### src/rtl/exc_pkg.sv
package exc_pkg;

  typedef enum logic [2:0] {
    CAUSE_IRQ     = 3'd0,
    CAUSE_PCADDR  = 3'd1,
    CAUSE_ILLEGAL = 3'd2,
    CAUSE_OVFL    = 3'd3,
    CAUSE_DADDR   = 3'd4
  } cause_e;

  // code attached by the flag-collecting slot with this index (fetch first)
  function automatic cause_e slot_code(input int idx);
    case (idx)
      0:       return CAUSE_PCADDR;
      1:       return CAUSE_ILLEGAL;
      default: return CAUSE_OVFL;
    endcase
  endfunction

endpackage

### src/rtl/exc_stage_slot.sv
module exc_stage_slot
  import exc_pkg::*;
#(
  parameter int     PC_W       = 32,
  parameter cause_e RAISE_CODE = CAUSE_PCADDR
) (
  input  logic            clk_i,
  input  logic            rst_ni,
  input  logic            kill_i,
  input  logic            in_valid_i,
  input  logic [PC_W-1:0] in_pc_i,
  input  logic            in_pend_i,
  input  cause_e          in_code_i,
  input  logic            raise_i,
  output logic            out_valid_o,
  output logic [PC_W-1:0] out_pc_o,
  output logic            out_pend_o,
  output cause_e          out_code_o
);

  logic   nxt_pend;
  cause_e nxt_code;

  // an older record is never overwritten; bubbles never collect a flag
  always_comb begin
    nxt_pend = in_pend_i;
    nxt_code = in_code_i;
    if (in_valid_i && !in_pend_i && raise_i) begin
      nxt_pend = 1'b1;
      nxt_code = RAISE_CODE;
    end
  end

  always_ff @(posedge clk_i) begin
    if (!rst_ni || kill_i) begin
      out_valid_o <= 1'b0;
      out_pend_o  <= 1'b0;
      out_code_o  <= CAUSE_IRQ;
      out_pc_o    <= '0;
    end else begin
      out_valid_o <= in_valid_i;
      out_pend_o  <= in_valid_i & nxt_pend;
      out_code_o  <= nxt_code;
      out_pc_o    <= in_pc_i;
    end
  end

endmodule

### src/rtl/exc_commit_arb.sv
module exc_commit_arb
  import exc_pkg::*;
(
  input  logic   m_valid_i,
  input  logic   m_pend_i,
  input  cause_e m_code_i,
  input  logic   data_fault_i,
  input  logic   irq_i,
  output logic   take_o,
  output logic   commit_o,
  output cause_e cause_o
);

  always_comb begin
    take_o   = m_valid_i & (irq_i | m_pend_i | data_fault_i);
    commit_o = m_valid_i & ~take_o;
    if (irq_i)         cause_o = CAUSE_IRQ;
    else if (m_pend_i) cause_o = m_code_i;
    else               cause_o = CAUSE_DADDR;
  end

endmodule

### src/rtl/exc_cause_regs.sv
module exc_cause_regs
  import exc_pkg::*;
#(
  parameter int PC_W = 32
) (
  input  logic            clk_i,
  input  logic            rst_ni,
  input  logic            take_i,
  input  cause_e          cause_i,
  input  logic [PC_W-1:0] pc_i,
  output cause_e          cause_q_o,
  output logic [PC_W-1:0] epc_q_o
);

  always_ff @(posedge clk_i) begin
    if (!rst_ni) begin
      cause_q_o <= CAUSE_IRQ;
      epc_q_o   <= '0;
    end else if (take_i) begin
      cause_q_o <= cause_i;
      epc_q_o   <= pc_i;
    end
  end

endmodule

### src/rtl/exc_commit_unit.sv
module exc_commit_unit
  import exc_pkg::*;
#(
  parameter int              PC_W       = 32,
  parameter logic [PC_W-1:0] HANDLER_PC = 32'h0000_1000
) (
  input  logic            clk_i,
  input  logic            rst_ni,
  input  logic            f_valid_i,
  input  logic [PC_W-1:0] f_pc_i,
  input  logic            f_pc_fault_i,
  input  logic            d_illegal_i,
  input  logic            e_overflow_i,
  input  logic            m_data_fault_i,
  input  logic            irq_i,
  output logic            commit_valid_o,
  output logic [PC_W-1:0] commit_pc_o,
  output logic            redirect_o,
  output logic [PC_W-1:0] redirect_pc_o,
  output logic            kill_f_o,
  output logic            kill_d_o,
  output logic            kill_e_o,
  output logic            kill_wb_o,
  output logic [2:0]      cause_o,
  output logic [PC_W-1:0] epc_o
);

  localparam int NSLOT = 3;  // fetch->decode, decode->execute, execute->memory

  logic [NSLOT:0]           s_valid;
  logic [NSLOT:0][PC_W-1:0] s_pc;
  logic [NSLOT:0]           s_pend;
  cause_e                   s_code [NSLOT+1];
  logic [NSLOT-1:0]         raise;
  logic                     take;
  logic                     commit;
  cause_e                   take_cause;
  cause_e                   cause_q;

  assign s_valid[0] = f_valid_i;
  assign s_pc[0]    = f_pc_i;
  assign s_pend[0]  = 1'b0;
  assign s_code[0]  = CAUSE_IRQ;
  assign raise      = {e_overflow_i, d_illegal_i, f_pc_fault_i};

  generate
    for (genvar i = 0; i < NSLOT; i++) begin : g_slot
      exc_stage_slot #(
        .PC_W      (PC_W),
        .RAISE_CODE(slot_code(i))
      ) i_slot (
        .clk_i      (clk_i),
        .rst_ni     (rst_ni),
        .kill_i     (take),
        .in_valid_i (s_valid[i]),
        .in_pc_i    (s_pc[i]),
        .in_pend_i  (s_pend[i]),
        .in_code_i  (s_code[i]),
        .raise_i    (raise[i]),
        .out_valid_o(s_valid[i+1]),
        .out_pc_o   (s_pc[i+1]),
        .out_pend_o (s_pend[i+1]),
        .out_code_o (s_code[i+1])
      );
    end
  endgenerate

  exc_commit_arb i_arb (
    .m_valid_i   (s_valid[NSLOT]),
    .m_pend_i    (s_pend[NSLOT]),
    .m_code_i    (s_code[NSLOT]),
    .data_fault_i(m_data_fault_i),
    .irq_i       (irq_i),
    .take_o      (take),
    .commit_o    (commit),
    .cause_o     (take_cause)
  );

  exc_cause_regs #(.PC_W(PC_W)) i_regs (
    .clk_i    (clk_i),
    .rst_ni   (rst_ni),
    .take_i   (take),
    .cause_i  (take_cause),
    .pc_i     (s_pc[NSLOT]),
    .cause_q_o(cause_q),
    .epc_q_o  (epc_o)
  );

  assign commit_valid_o = commit;
  assign commit_pc_o    = s_pc[NSLOT];
  assign redirect_o     = take;
  assign redirect_pc_o  = HANDLER_PC;
  assign kill_f_o       = take;
  assign kill_d_o       = take;
  assign kill_e_o       = take;
  assign kill_wb_o      = take;
  assign cause_o        = cause_q;

endmodule

### config.mk
export PLATFORM = sky130hd
export DESIGN_NAME = exc_commit_unit
export DESIGN_NICKNAME = d
export VERILOG_FILES = /design/src/rtl/exc_pkg.sv /design/src/rtl/exc_stage_slot.sv /design/src/rtl/exc_commit_arb.sv /design/src/rtl/exc_cause_regs.sv /design/src/rtl/exc_commit_unit.sv
export SDC_FILE = /design/constraint.sdc
export NUM_CORES = 1
export LEC_CHECK = 0
export BUFFER_PORTS_ARGS = -buffer_cell sky130_fd_sc_hd__clkbuf_2
export CORE_MARGIN = 2
export CORE_UTILIZATION = 50
export DETAILED_ROUTE_END_ITERATION = 6
export GPL_TIMING_DRIVEN = 0
export PLACE_DENSITY = 0.87
export SLEW_MARGIN = 20
export SYNTH_ARGS = -nofsm -noshare
export SYNTH_HDL_FRONTEND = slang
export SYNTH_SLANG_ARGS = --single-unit
### constraint.sdc
create_clock -name clk_i -period 2.7 [get_ports clk_i]
set_clock_uncertainty 0.1 [all_clocks]
set_input_delay 0.81 -clock clk_i [delete_from_list [all_inputs] [get_ports clk_i]]
set_output_delay 0.81 -clock clk_i [all_outputs]
set_load 0.02 [all_outputs]
* Yosys cells after proc, flatten, opt, wreduce, memory -nomap -nowiden
Cells that the tools add are included.
Word-level totals: register bits 143, input bits 40, memories kept 0, bits in latches 0, bits in read-only memories 0, output and inout bits 105, memory bits (writable) 0, word-level logic and storage cells 43
Cells by class: bitwise gates (word level) 8, divide/modulo/power cells 0, reduce and logical (&&, ||, !) cells 11, eq/ne operators 0, multiply operators 0, mux-type cells 8, $add $sub $neg 0, shift operators 0, $lt $le $gt $ge 0
Operators by type and width (number):
- 3-bit 2-to-1 mux | 2
- 1-bit AND | 5
- 1-bit logical AND | 5
- 1-bit 2-to-1 mux | 4
- 2-bit 2-to-1 mux | 2
- 2-bit OR reduction | 2
- 1-bit logical NOT | 3
- 1-bit bitwise OR | 2
- 1-bit logical OR | 1
- 1-bit NOT | 1

* Longest topological paths before layout
Gate-level depths: netlist of the first run.
depth after elaboration 5, gate-level depth with buffers 5, depth with buffers taken out 3

* Cells and area by module
Synthesis of the first run repeated with hierarchy kept, for this count alone.
Unflattened totals: cells, all modules 401, area total of the unflattened synthesis 4922.2 um2
Modules (own cells, without submodules):
- exc_stage_slot at g_slot[0].i_slot ... | sequential area each 740.7 um2, times used 2, area each 1089.8 um2, cells each 81
- exc_cause_regs | sequential area each 700.7 um2, times used 1, area each 1352.5 um2, cells each 112
- exc_stage_slot at g_slot[2].i_slot | sequential area each 740.7 um2, times used 1, area each 1061.0 um2, cells each 82
- exc_commit_unit | sequential area each 0.0 um2, times used 1, area each 277.8 um2, cells each 38
- exc_commit_arb | sequential area each 0.0 um2, times used 1, area each 51.3 um2, cells each 7

* Worst setup path after synthesis of the first run
OpenSTA, ideal clock, no wires.
kind input to output, from in irq_i, to out commit_valid_o, arrival time 1.573 ns, data required time 1.790 ns, cell stages on the path 1, path buffers 0, slack 0.217 ns, path through nor4b_1
On the way: longest elaborated chain between the ends 5
RTL lines:
- start, declared | line exc_commit_unit.sv:15 | input logic irq_i,
- 1-bit bitwise OR (2 in a row) | line exc_commit_arb.sv:15 | take_o = m_valid_i & (irq_i | m_pend_i | data_fault_i);
- 1-bit AND | line exc_commit_arb.sv:15
- 1-bit NOT | line exc_commit_arb.sv:16 | commit_o = m_valid_i & ~take_o;
- 1-bit AND | line exc_commit_arb.sv:16
- end, declared | line exc_commit_unit.sv:16 | output logic commit_valid_o,
Every way passes these cells.

* Worst setup path in the final report of the first run
from in m_data_fault_i, to out redirect_o
On the way: longest elaborated chain between the ends 2
RTL lines:
- start, declared | line exc_commit_unit.sv:14 | input logic m_data_fault_i,
- 1-bit bitwise OR | line exc_commit_arb.sv:15
- 1-bit AND | line exc_commit_arb.sv:15
- end, declared | line exc_commit_unit.sv:18 | output logic redirect_o,
Every way passes these cells.

==> impl_summary.md, run 1 <==
STA
The slew at the pin closest to its max-slew limit is between 500 and 600 ps. The minimum clock period is around 2600 ps. Setup repair after global routing left no endpoint under its margin. The upper clock frequency limit is around 380 MHz.

The worst path meets setup with 90.7 ps of slack. The final-report hold violation count was 0. The number of max-slew violations in the final report is 0. The period utilization is just under 100%. The worst hold-check slack is 339 ps.

The count of final setup violators is 0. Headroom to the max-slew limit came out at between 60% and 70%.

Place
The cell total after placement is approximately 690. Routability-driven placement finished with a final weighted congestion of 0.777. The count of buffers inserted at the top-level ports is 111. Timing analysis after detailed placement gives a worst setup slack of -153 ps.

The HPWL after detailed placement is 6580 µm.

Floorplanning
The core region is between 9000 and 10,000 µm². The die covers approximately 10,000 µm². Once the floorplan was initialized, standard cells occupied 50.7% of the core. The number of placement rows is 35. Measured along the y axis, the die boundary spans approximately 100 µm. The width of the chip is roughly 100 µm. The I/O pin count is roughly 150.

Final layout
The final cell count without fillers is 719. The fraction of layout instances using a drive strength above 1 is 32.4%. The final-layout fill cell count is 724. The number of nets in the layout is 635. The area of all sequential standard cells is approximately 2800 µm². The repair_antennas step left the layout with diodes totalling 0. The multi-input logic area is roughly 1500 µm². The area growth from synthesis to layout is 29.5%.

Detailed routing
The routed design has about 8900 µm of wire. In the routed layout, each cell is associated on average with a via count of approximately 4.6. The via count is 3,316. The post-route DRC violation count is 0. The initial DRC count is 84. The first detailed-routing pass took 5 iterations. The number of nets with antenna violations after detailed routing is 0. The final routed wire length divided by cell count is about 12 µm.

Setup path
The number of cells on the worst reg-to-reg path is 5. The endpoint required time on the critical path is 1790 ps. The worst setup slack for register-to-register paths is 970 ps. The worst setup path is captured at an output pin. Along the worst path, the maximum fanout reaches 16. The critical setup path kind is input port to output pin.

The critical path startpoint category is an input port. The first element of the critical path is m_data_fault_i. The worst register-to-register path begins at g_slot[2].i_slot.out_pend_o.

The data arrival time of the worst path is roughly 1700 ps. The worst register-to-register path ends at i_regs.cause_q_o[1]. The critical path ends at redirect_o.

CTS
TritonCTS built the clock tree. The H-tree was split into 4 levels. TritonCTS created 17 clock buffers. The insertion delay to the later sink of the worst-skew pair is ~500 ps.

The clock root buffer is clkbuf_8. In this run, post-CTS hold repair placed 0 buffers. After clock tree synthesis, the clock-pin slew on the worst setup and hold paths is approximately 60 ps. CTS saw approximately 140 sinks. The number of buffers on the longest clock path is 2.

GRT
Summed over all layers, the global routing overflow is 0. Entering global routing, the biggest net connects 17 pins. The number of antenna violations at the first check in global routing is 0. The number of global-route vias before repair is roughly 3.3k.

The first-pass GRT wire length is approximately 15,000 µm. Global routing used a little under a fifth of the available tracks.

Synth
By area the synthesized netlist is led by dfxtp_1, and3_1, mux2i_1. The top-area cell type share of the netlist area is between 60 and 70%. Synthesis inferred ~140 register bits. Of the synthesized area, sequential elements account for between 60 and 70%.

The number of warnings printed during yosys synthesis is 0. After synthesis, the mean cell area works out to 10.6 µm². The synthesized instance count is roughly 440. The cell area after synthesis is around 4600 µm². The netlist uses 22 different library cells.

The library cell with the largest summed area after synthesis is dfxtp_1.

Job
The max capacitance violation total is 0.

Min path
The depth of the worst hold-timing path is 2. The kind of path behind the tightest hold check is flip-flop to flip-flop.

Power
Across the VDD grid, the largest voltage drop is 463 µV. The static power due to leakage is roughly 0.0030 µW. Dividing total power by cell area gives a power density of around 760 nW/µm².

Outcome
The flow ran to the end, and the final reports show no timing, DRC or antenna violations.
-- kinds of logic after synthesis --
logic type,count (synthesis),share of synthesized area [%]
simple gates,177,20.4
flops,141,61.1
other cells,2,0.163
compound gates,7,1.27
mux,34,7.37
buf+inv,74,9.65
-- registers in the layout (all words and copies together) (netlist names) --
name                       count
g_slot.i_slot.out_code_o       4
g_slot.i_slot.out_pc_o        96
g_slot.i_slot.out_pend_o       3
g_slot.i_slot.out_valid_o      3
i_regs.cause_q_o               3
i_regs.epc_q_o                32
-- cells in the mapped netlist (all sizes together) --
library cell / instances
a21oi: 1
mux2i: 34
conb: 2
and3: 100
a211oi: 2
o31ai: 1
clkbuf: 18
inv: 4
o21a: 1
o21ai: 2
nand2: 67
buf: 52
dfxtp: 141
nor3: 5
nand3b: 2
nand4b: 2
nor4b: 1
-- how the worst min path moves through the flow --
stage	startpoint	end
after global placement	g_slot[1].i_slot.out_code_o[1]	g_slot[2].i_slot.out_code_o[1]
after global routing	g_slot[1].i_slot.out_code_o[1]	g_slot[2].i_slot.out_code_o[1]
after floorplan	g_slot[1].i_slot.out_code_o[0]	g_slot[2].i_slot.out_code_o[0]
after CTS	g_slot[1].i_slot.out_code_o[1]	g_slot[2].i_slot.out_code_o[1]
final	g_slot[1].i_slot.out_code_o[1]	g_slot[2].i_slot.out_code_o[1]
after detailed placement	g_slot[1].i_slot.out_code_o[0]	g_slot[2].i_slot.out_code_o[0]
-- through the flow --
stage | total power (µW) | utilization [%] | instance area [µm²] | TNS, ps
6_report | 4520 | 65.6 | 5980 | 0
3_3_place_gp | 2470 | 59.6 | 5430 | -571
3_5_place_dp | 2480 | 59.6 | 5430 | -641
5_1_grt | 4700 | 65.6 | 5980 | 0
4_1_cts | 4560 | 65.6 | 5980 | 0
2_1_floorplan | 2400 | - | 4730 | 0
-- cell type report --
cell class	instances	share of cell area [%]
clock buffer	18	7.16
multi-input combinational	250	24.5
inverter	4	0.293
timing repair buffer	112	9.42
buffer	69	7.11
sequential	141	47.2
tap	111	2.32
clock inverter	14	2.03
-- critical path, stage by stage --
cell and delay, ps:
clkbuf_2 110, o31ai_4 310, inv_4 150, buf_4 160, clkbuf_2 140
-- layout by cell type, fill, tap and decap left out, drive strengths merged --
master    instances
clkbuf          147
o21a              1
nand3b            2
nor3              5
a211oi            2
and3            100
nor4b             1
nand4b            2
mux2i            34
o21ai             2
clkinvlp          3
inv              13
nand2            67
dfxtp           141
a21oi             1
conb             32
clkinv            2
o31ai             1
buf              52
-- power breakdown --
part | switching (µW) | total (µW) | leakage, µW | internal (µW)
clock network | 906 | 2090 | 0.000263 | 1180
registers | 21.0 | 2170 | 0.00115 | 2150
logic | 152 | 264 | 0.00159 | 112
total | 1080 | 4520 | 0.00301 | 3440
-- timing repair --
item / 4_1_cts / 5_1_grt
pin swaps: 1 / 0
gates resized for setup: 0 / 2
endpoints found under the setup margin: 5 / 3
setup buffers: 1 / 0
-- per-layer routing --
layer | share of wire, % | global-route usage, % | routed length (µm)
met1 | 40 | 20.6 | 3590
met2 | 52 | 33.0 | 4620
met3 | 5.7 | 5.29 | 503
met4 | 1.7 | 8.64 | 148
met5 | 0 | 0 | 0
(Power assumes the default switching activity.)
==> inputs of run 2 (changes only) <==
--- a/config.mk
+++ b/config.mk
@@ -9,7 +9,6 @@
 export CORE_MARGIN = 2
 export CORE_UTILIZATION = 50
 export DETAILED_ROUTE_END_ITERATION = 6
-export GPL_TIMING_DRIVEN = 0
 export PLACE_DENSITY = 0.87
 export SLEW_MARGIN = 20
 export SYNTH_ARGS = -nofsm -noshare
==> impl_summary.md, run 2 (same netlist as run 1, synthesis figures left out) <==
Outcome
The flow ran to the end, and the final reports show no timing, DRC or antenna violations.

Final layout
The repair_antennas step left the layout with diodes totalling 0. The register with the most flip-flops in the layout has between 90 and 100 of them. Ranked by flip-flop count, first place goes to g_slot.i_slot.out_pc_o. The finished layout holds around 660 standard cells, fillers aside. Cells fill 62.4% of the core in the end. In the final layout, the registers with the most flip-flops are g_slot.i_slot.out_pc_o: 96 flops, i_regs.epc_q_o: 32 flops, g_slot.i_slot.out_code_o: 4 flops. The number of nets in the layout is between 500 and 600.

The fraction of layout instances using a drive strength above 1 is between 20 and 30%. Leaving out fill and tap cells, the most frequent cell in the layout is dfxtp_1. The synthesis-to-layout area growth is 23.1%. The library cells used most frequently in the layout, excluding fill and tap cells, are dfxtp_1, clkbuf_2, and3_1.

Min path
In this run the most critical hold path is launched from g_slot[1].i_slot.out_code_o[0]. The min-delay analysis places its worst path in the category flip-flop to flip-flop.

CTS
The number of cells upsized or downsized after cts is 0. The clock reaches the later pin of the worst-skew pair after roughly 500 ps. The clock edge transition at the registers on the reported setup and hold paths is 60 ps.

The number of buffers inserted by hold repair at cts is 0. The number of buffers inserted by post-CTS setup repair is 0. The number of buffers created by CTS is 17. The clock root buffer is clkbuf_8. The clock passes through at most 2 buffers. The depth of the CTS H-tree is 4.

Clock tree synthesis found a total of 141 sinks. TritonCTS built the clock tree.

GRT
The global routing met1 resource utilization is between 10% and 20%. The global-route usage over all layers is between 10% and 20%. The global routing usage on met2 is between 20% and 30%. Global routing consumed, on the met3 layer, 5.50% of the routing resources.

The number of global-route vias before repair was about 2.8k. Entering global routing, the biggest net connects approximately 110 pins. After global routing, the most crowded layer is met2.

Summed over all layers, the global routing overflow is 0. The first global-routing pass estimated around 13,000 µm of wire. The number of antenna violations at the first check in global routing was 0.

Floorplanning
The overall die height is between 100 and 150 µm. Once the floorplan was initialized, standard cells occupied 50.7% of the core. The I/O pin count is about 150. The floorplan step set the die width to about 100 µm. The region available for standard cell placement spans around 9100 µm². The die outline area is 10,000 µm². The initialized floorplan defines 35 standard-cell rows.

STA
After layout, the worst path uses 88.4% of the clock period. For the final routed database, the setup TNS stands at 0 ps. The number of max-slew violations in the final report came to 0. The headroom to the max-slew limit is between 40% and 50%. Setup repair after global routing left no endpoint under its margin. The slew at the pin closest to its max-slew limit is roughly 760 ps. Setup slack on the critical path of the routed design comes to roughly 310 ps. Subtracting the final worst setup slack from the clock period gives about 2400 ps. The final-report hold violation count is 0. Setup violations remaining at the end of the flow were counted as 0. The upper clock frequency limit is about 420 MHz.

Detailed routing
Using the TritonRoute via totals, the vias-per-cell ratio works out to about 4.7. After detailed routing, the total wire length is 7830 µm. The final routed wire length divided by cell count is around 12 µm. The number of nets with antenna violations after detailed routing is 0. The number of optimization iterations in the first detailed-route pass is 4. For this block, the initial DRC count from the detailed router was between 80 and 90. The post-route DRC violation count is 0. For this block, the via count after detailed routing is approximately 3k.

Setup path
The startpoint of the lowest-slack register-to-register path is g_slot[2].i_slot.out_pend_o. The critical path startpoint category is an input port. Traced cell by cell, the critical path runs through clkbuf_2 > o31ai_4 > inv_2 > clkbuf_2. In this design, the stage delay of the slowest critical-path cell is ~270 ps. Along the worst path, the maximum fanout reaches 7.

In this run the worst setup path begins at irq_i. In this design, the largest share of critical-path delay is due to buffers and inverters. The endpoint required time on the critical path is approximately 1800 ps. Data arrives at the worst endpoint at approximately 1500 ps.

The number of buffer and inverter stages on the critical path is 3. Among all stages on the critical path, the largest delay is contributed by o31ai_4. The critical setup path kind is input port to output pin. The element type at the critical path end is an output pin. Counting stages on the worst path, the most repeated cell is clkbuf_2.

Place
Once detailed placement completed, the half-perimeter wirelength came to approximately 4800 µm. Before CTS, the worst setup slack after placement is between 300 and 400 ps. The count of buffers inserted at the top-level ports is approximately 110. The global placer's final weighted congestion is around 0.7. The cell total after placement is 623.

Power
IR analysis of the VDD net gives a maximum drop of ~390 µV. The power per unit of standard cell area is 838 nW/µm². For this design the static power due to leakage is 0.00281 µW.

Job
The max capacitance violation total is 0.
==> run 2: where the power goes <==
group / internal, µW / switching [µW] / total, µW
Combinational: 77.1 / 137 / 214
Sequential: 2150 / 19.5 / 2170
Clock: 1480 / 901 / 2380
==> run 2: worst register-to-register path, cell delays in order, from the launching register on <==
cell	delay [ps]
dfxtp_1	360
o31ai_4	300
buf_4	660
and3_1	280
==> run 2: per-stage QoR <==
| stage | power (µW) | instance area, µm² | hold slack [ps] |
|---|---|---|---|
| after floorplan | 2400 | 4730 | 319 |
| after CTS | 4820 | 5690 | 345 |
| after detailed placement | 2430 | 5060 | 331 |
| after global placement | 2420 | 5060 | 327 |
| final | 4760 | 5690 | 342 |
| after global routing | 4940 | 5690 | 366 |
==> run 2: layout make-up <==
cell class              count  area (µm²)
flip-flops and latches    141        2820
well taps                 111         139
multi-input cells         250        1460
inverters                   4        15.0
repair buffers            117         626
clock inverters            13         180
fillers                   760        3420
clock buffers              19         442
==> run 2: path summary, 6_finish.rpt <==
kind | depth (start not counted) | to | slack [ps]
setup / recovery | 4 | kill_f_o | 310
hold reg to reg | 2 | g_slot[2].i_slot.out_code_o[0] | 340
hold / removal | 2 | g_slot[2].i_slot.out_code_o[0] | 340
setup reg to reg | 3 | g_slot[0].i_slot.out_pc_o[18] | 940
==> run 2: layer usage <==
layer	wire length [µm]	up-vias
met5	0	-
met1	3600	1413
li1	-	1573
met3	434	12
met2	3690	90
met4	106	0
==> inputs of run 3 (changes only) <==
--- a/config.mk
+++ b/config.mk
@@ -10,6 +10,7 @@
 export CORE_UTILIZATION = 50
 export DETAILED_ROUTE_END_ITERATION = 6
 export PLACE_DENSITY = 0.87
+export RECOVER_POWER = 100
 export SLEW_MARGIN = 20
 export SYNTH_ARGS = -nofsm -noshare
 export SYNTH_HDL_FRONTEND = slang
==> impl_summary.md, run 3 (same netlist as run 1, synthesis figures left out) <==
Outcome
The run finished, with violations left. The final reports fail on capacitance limit, slew limit.

Floorplanning
The number of placement rows is 35. The effective utilization at floorplan is 50.7%. Measured along the y axis, the die boundary spans 100 µm.

During I/O placement, the number of pins put on the boundary was between 100 and 150. In this run the horizontal extent of the chip is 100 µm. The die covers roughly 10,000 µm². The floorplan step defined a core boundary enclosing 9110 µm².

GRT
The largest net degree at the start of global routing is between 100 and 150. The number of antenna violations at the first check in global routing is 0. Across every metal layer, demand over resource in global routing totals roughly 16%.

The number of global-route vias before repair is 2,827. The first-pass GRT wire length is 12,900 µm. The residual overflow from global routing is 0.

Final layout
The number of nets in the layout is 571. The register with the most flip-flops in the layout has 96 of them. The utilization of the core after routing is 61.2%. The fraction of layout instances using a drive strength above 1 is roughly 14%. The library cells used most frequently in the layout, excluding fill and tap cells, are dfxtp_1, and3_1, clkbuf_1.

0 antenna diodes ended up in the layout. The largest registers in the layout are g_slot.i_slot.out_pc_o: 96 flops, i_regs.epc_q_o: 32 flops, g_slot.i_slot.out_code_o: 4 flops. Summing all flip-flop and latch instances after layout gives around 2800 µm². The synthesis-to-layout area growth is 20.6%.

The library cell used most frequently in the layout, excluding fill and tap cells, is dfxtp_1. The register with the most flip-flops in the final layout is g_slot.i_slot.out_pc_o. The multi-input logic area is approximately 1500 µm². The finished layout holds ~660 standard cells, fillers aside. After filler insertion, the fill cell instance count of the layout stands at ~800.

Detailed routing
The via count normalized by instance count is 4.74. Dividing the detail-routed wire length by the instance count gives 12.1 µm. The pre-antenna-repair detailed-routing pass consisted of 4 iterations. In this run the remaining antenna-violating nets after routing total 0.

The initial DRC count is 93. The post-route DRC violation count is 0. The via count is 3,107. Wires add up to about 7900 µm.

CTS
CTS placed an instance of clkbuf_8 at the clock tree root. The number of buffers created by CTS is 17. The insertion delay to the later sink of the worst-skew pair is 500 ps. No sink is reached through more buffers than the 2 on the longest clock path. The number of buffers inserted by post-CTS setup repair is 0. The tree built by TritonCTS fans out to 141 sinks. The number of buffers inserted by hold repair at cts is 0. The number of cells upsized or downsized after cts is 0. The depth of the CTS H-tree is 4. The CTS tree is yes.

The clock edge transition at the registers on the reported setup and hold paths is 60 ps.

STA
The clock period could shrink to ~2500 ps. The upper clock frequency limit is ~410 MHz. The slew at the pin closest to its max-slew limit is roughly 1500 ps. The number of max-slew violations in the final report is 103. The final-report hold violation count is 0.

Of the available clock period, the critical path in the final layout requires between 90 and 100%. Setup repair after global routing left no endpoint under its margin. Hold timing on the final database bottoms out at a slack of between 300 and 400 ps. The headroom to the max-slew limit is -1.16%. The count of final setup violators is 0. The sum of negative setup slack is 0 ps.

Min path
The capture endpoint of the worst hold path is g_slot[2].i_slot.out_code_o[0]. The depth of the worst hold-timing path is 2. In this run the most critical hold path is launched from g_slot[1].i_slot.out_code_o[0].

The tightest min-delay check is of the flip-flop to flip-flop type.

Place
The count of buffers inserted at the top-level ports is between 100 and 150. Counting tap cells, the placed design contains a total of 623 instances. Detailed placement ended at an HPWL of a little under 5000 µm. The global placer's final weighted congestion is 0.712.

Setup path
The endpoint required time on the critical path is between 1500 and 2000 ps. The worst setup slack for register-to-register paths is 420 ps. The critical setup path kind is input port to output pin. Along the worst path, the maximum fanout reaches 7. The element type at the critical path end is an output pin. The startpoint of the lowest-slack register-to-register path is g_slot[2].i_slot.out_pend_o. The signal on the critical path passes through clkbuf_1 > o31ai_4 > inv_1 > clkbuf_1. The most critical setup path has its startpoint at irq_i.

The capture point of the worst reg-to-reg path is g_slot[0].i_slot.out_pc_o[18]. The largest individual stage delay along the critical path comes from the cell o31ai_4. In this design, the stage delay of the slowest critical-path cell is ~260 ps.

The critical path startpoint category is an input port. The library cell appearing most often on the critical path is clkbuf_1. The number of cells on the worst reg-to-reg path is 3.

The data arrival time of the worst path is between 1500 and 2000 ps.

Job
Max-cap violations in this run came to 1.

Power
The maximum ir drop on the vdd rail is around 390 µV. The power per unit of standard cell area is 854 nW/µm². For this design the static power due to leakage is around 0.0025 µW.
==> run 3: per-stage QoR <==
step	total power (µW)	instance area, µm²	setup WS [ps]
2_1_floorplan	2400	4730	217
3_3_place_gp	2420	5060	298
3_5_place_dp	2430	5060	319
4_1_cts	4820	5690	306
5_1_grt	4930	5570	136
6_report	4760	5570	235
==> run 3: report_power, final <==
| part | internal [µW] | switching [µW] | leakage [µW] | total (µW) |
|---|---|---|---|---|
| Sequential | 2150 | 19.4 | 0.00115 | 2170 |
| Combinational | 69.8 | 137 | 0.00110 | 206 |
| Clock | 1480 | 900 | 0.000299 | 2380 |
| Total | 3700 | 1060 | 0.00255 | 4760 |
==> run 3: critical path, delay by kind of cell <==
family | cells | cell delay (ps)
buffers and inverters | 3 | 490
AOI/OAI and AO/OA | 1 | 260
==> run 3: metal layers <==
metal / GRT usage [%] / routed length, µm
met5: 0 / 0
met4: 6.85 / 106
met3: 5.50 / 450
met2: 26.4 / 3700
met1: 19.7 / 3650
==> run 3: worst max path at each step <==
stage	end	slack, ps	cells after the start
2_1_floorplan	commit_valid_o	220	1
3_5_place_dp	kill_f_o	320	4
6_report	kill_f_o	240	4
5_1_grt	g_slot[1].i_slot.out_pend_o	140	4
3_3_place_gp	kill_f_o	300	4
4_1_cts	kill_f_o	310	4
==> run 3: area by class of cell <==
class / count / share of cell area [%]
inverter: 4 / 0.270
tap: 111 / 2.49
timing repair buffer: 117 / 9.14
clock inverter: 13 / 3.23
clock buffer: 19 / 7.93
sequential: 141 / 50.7
multi-input combinational: 250 / 26.3
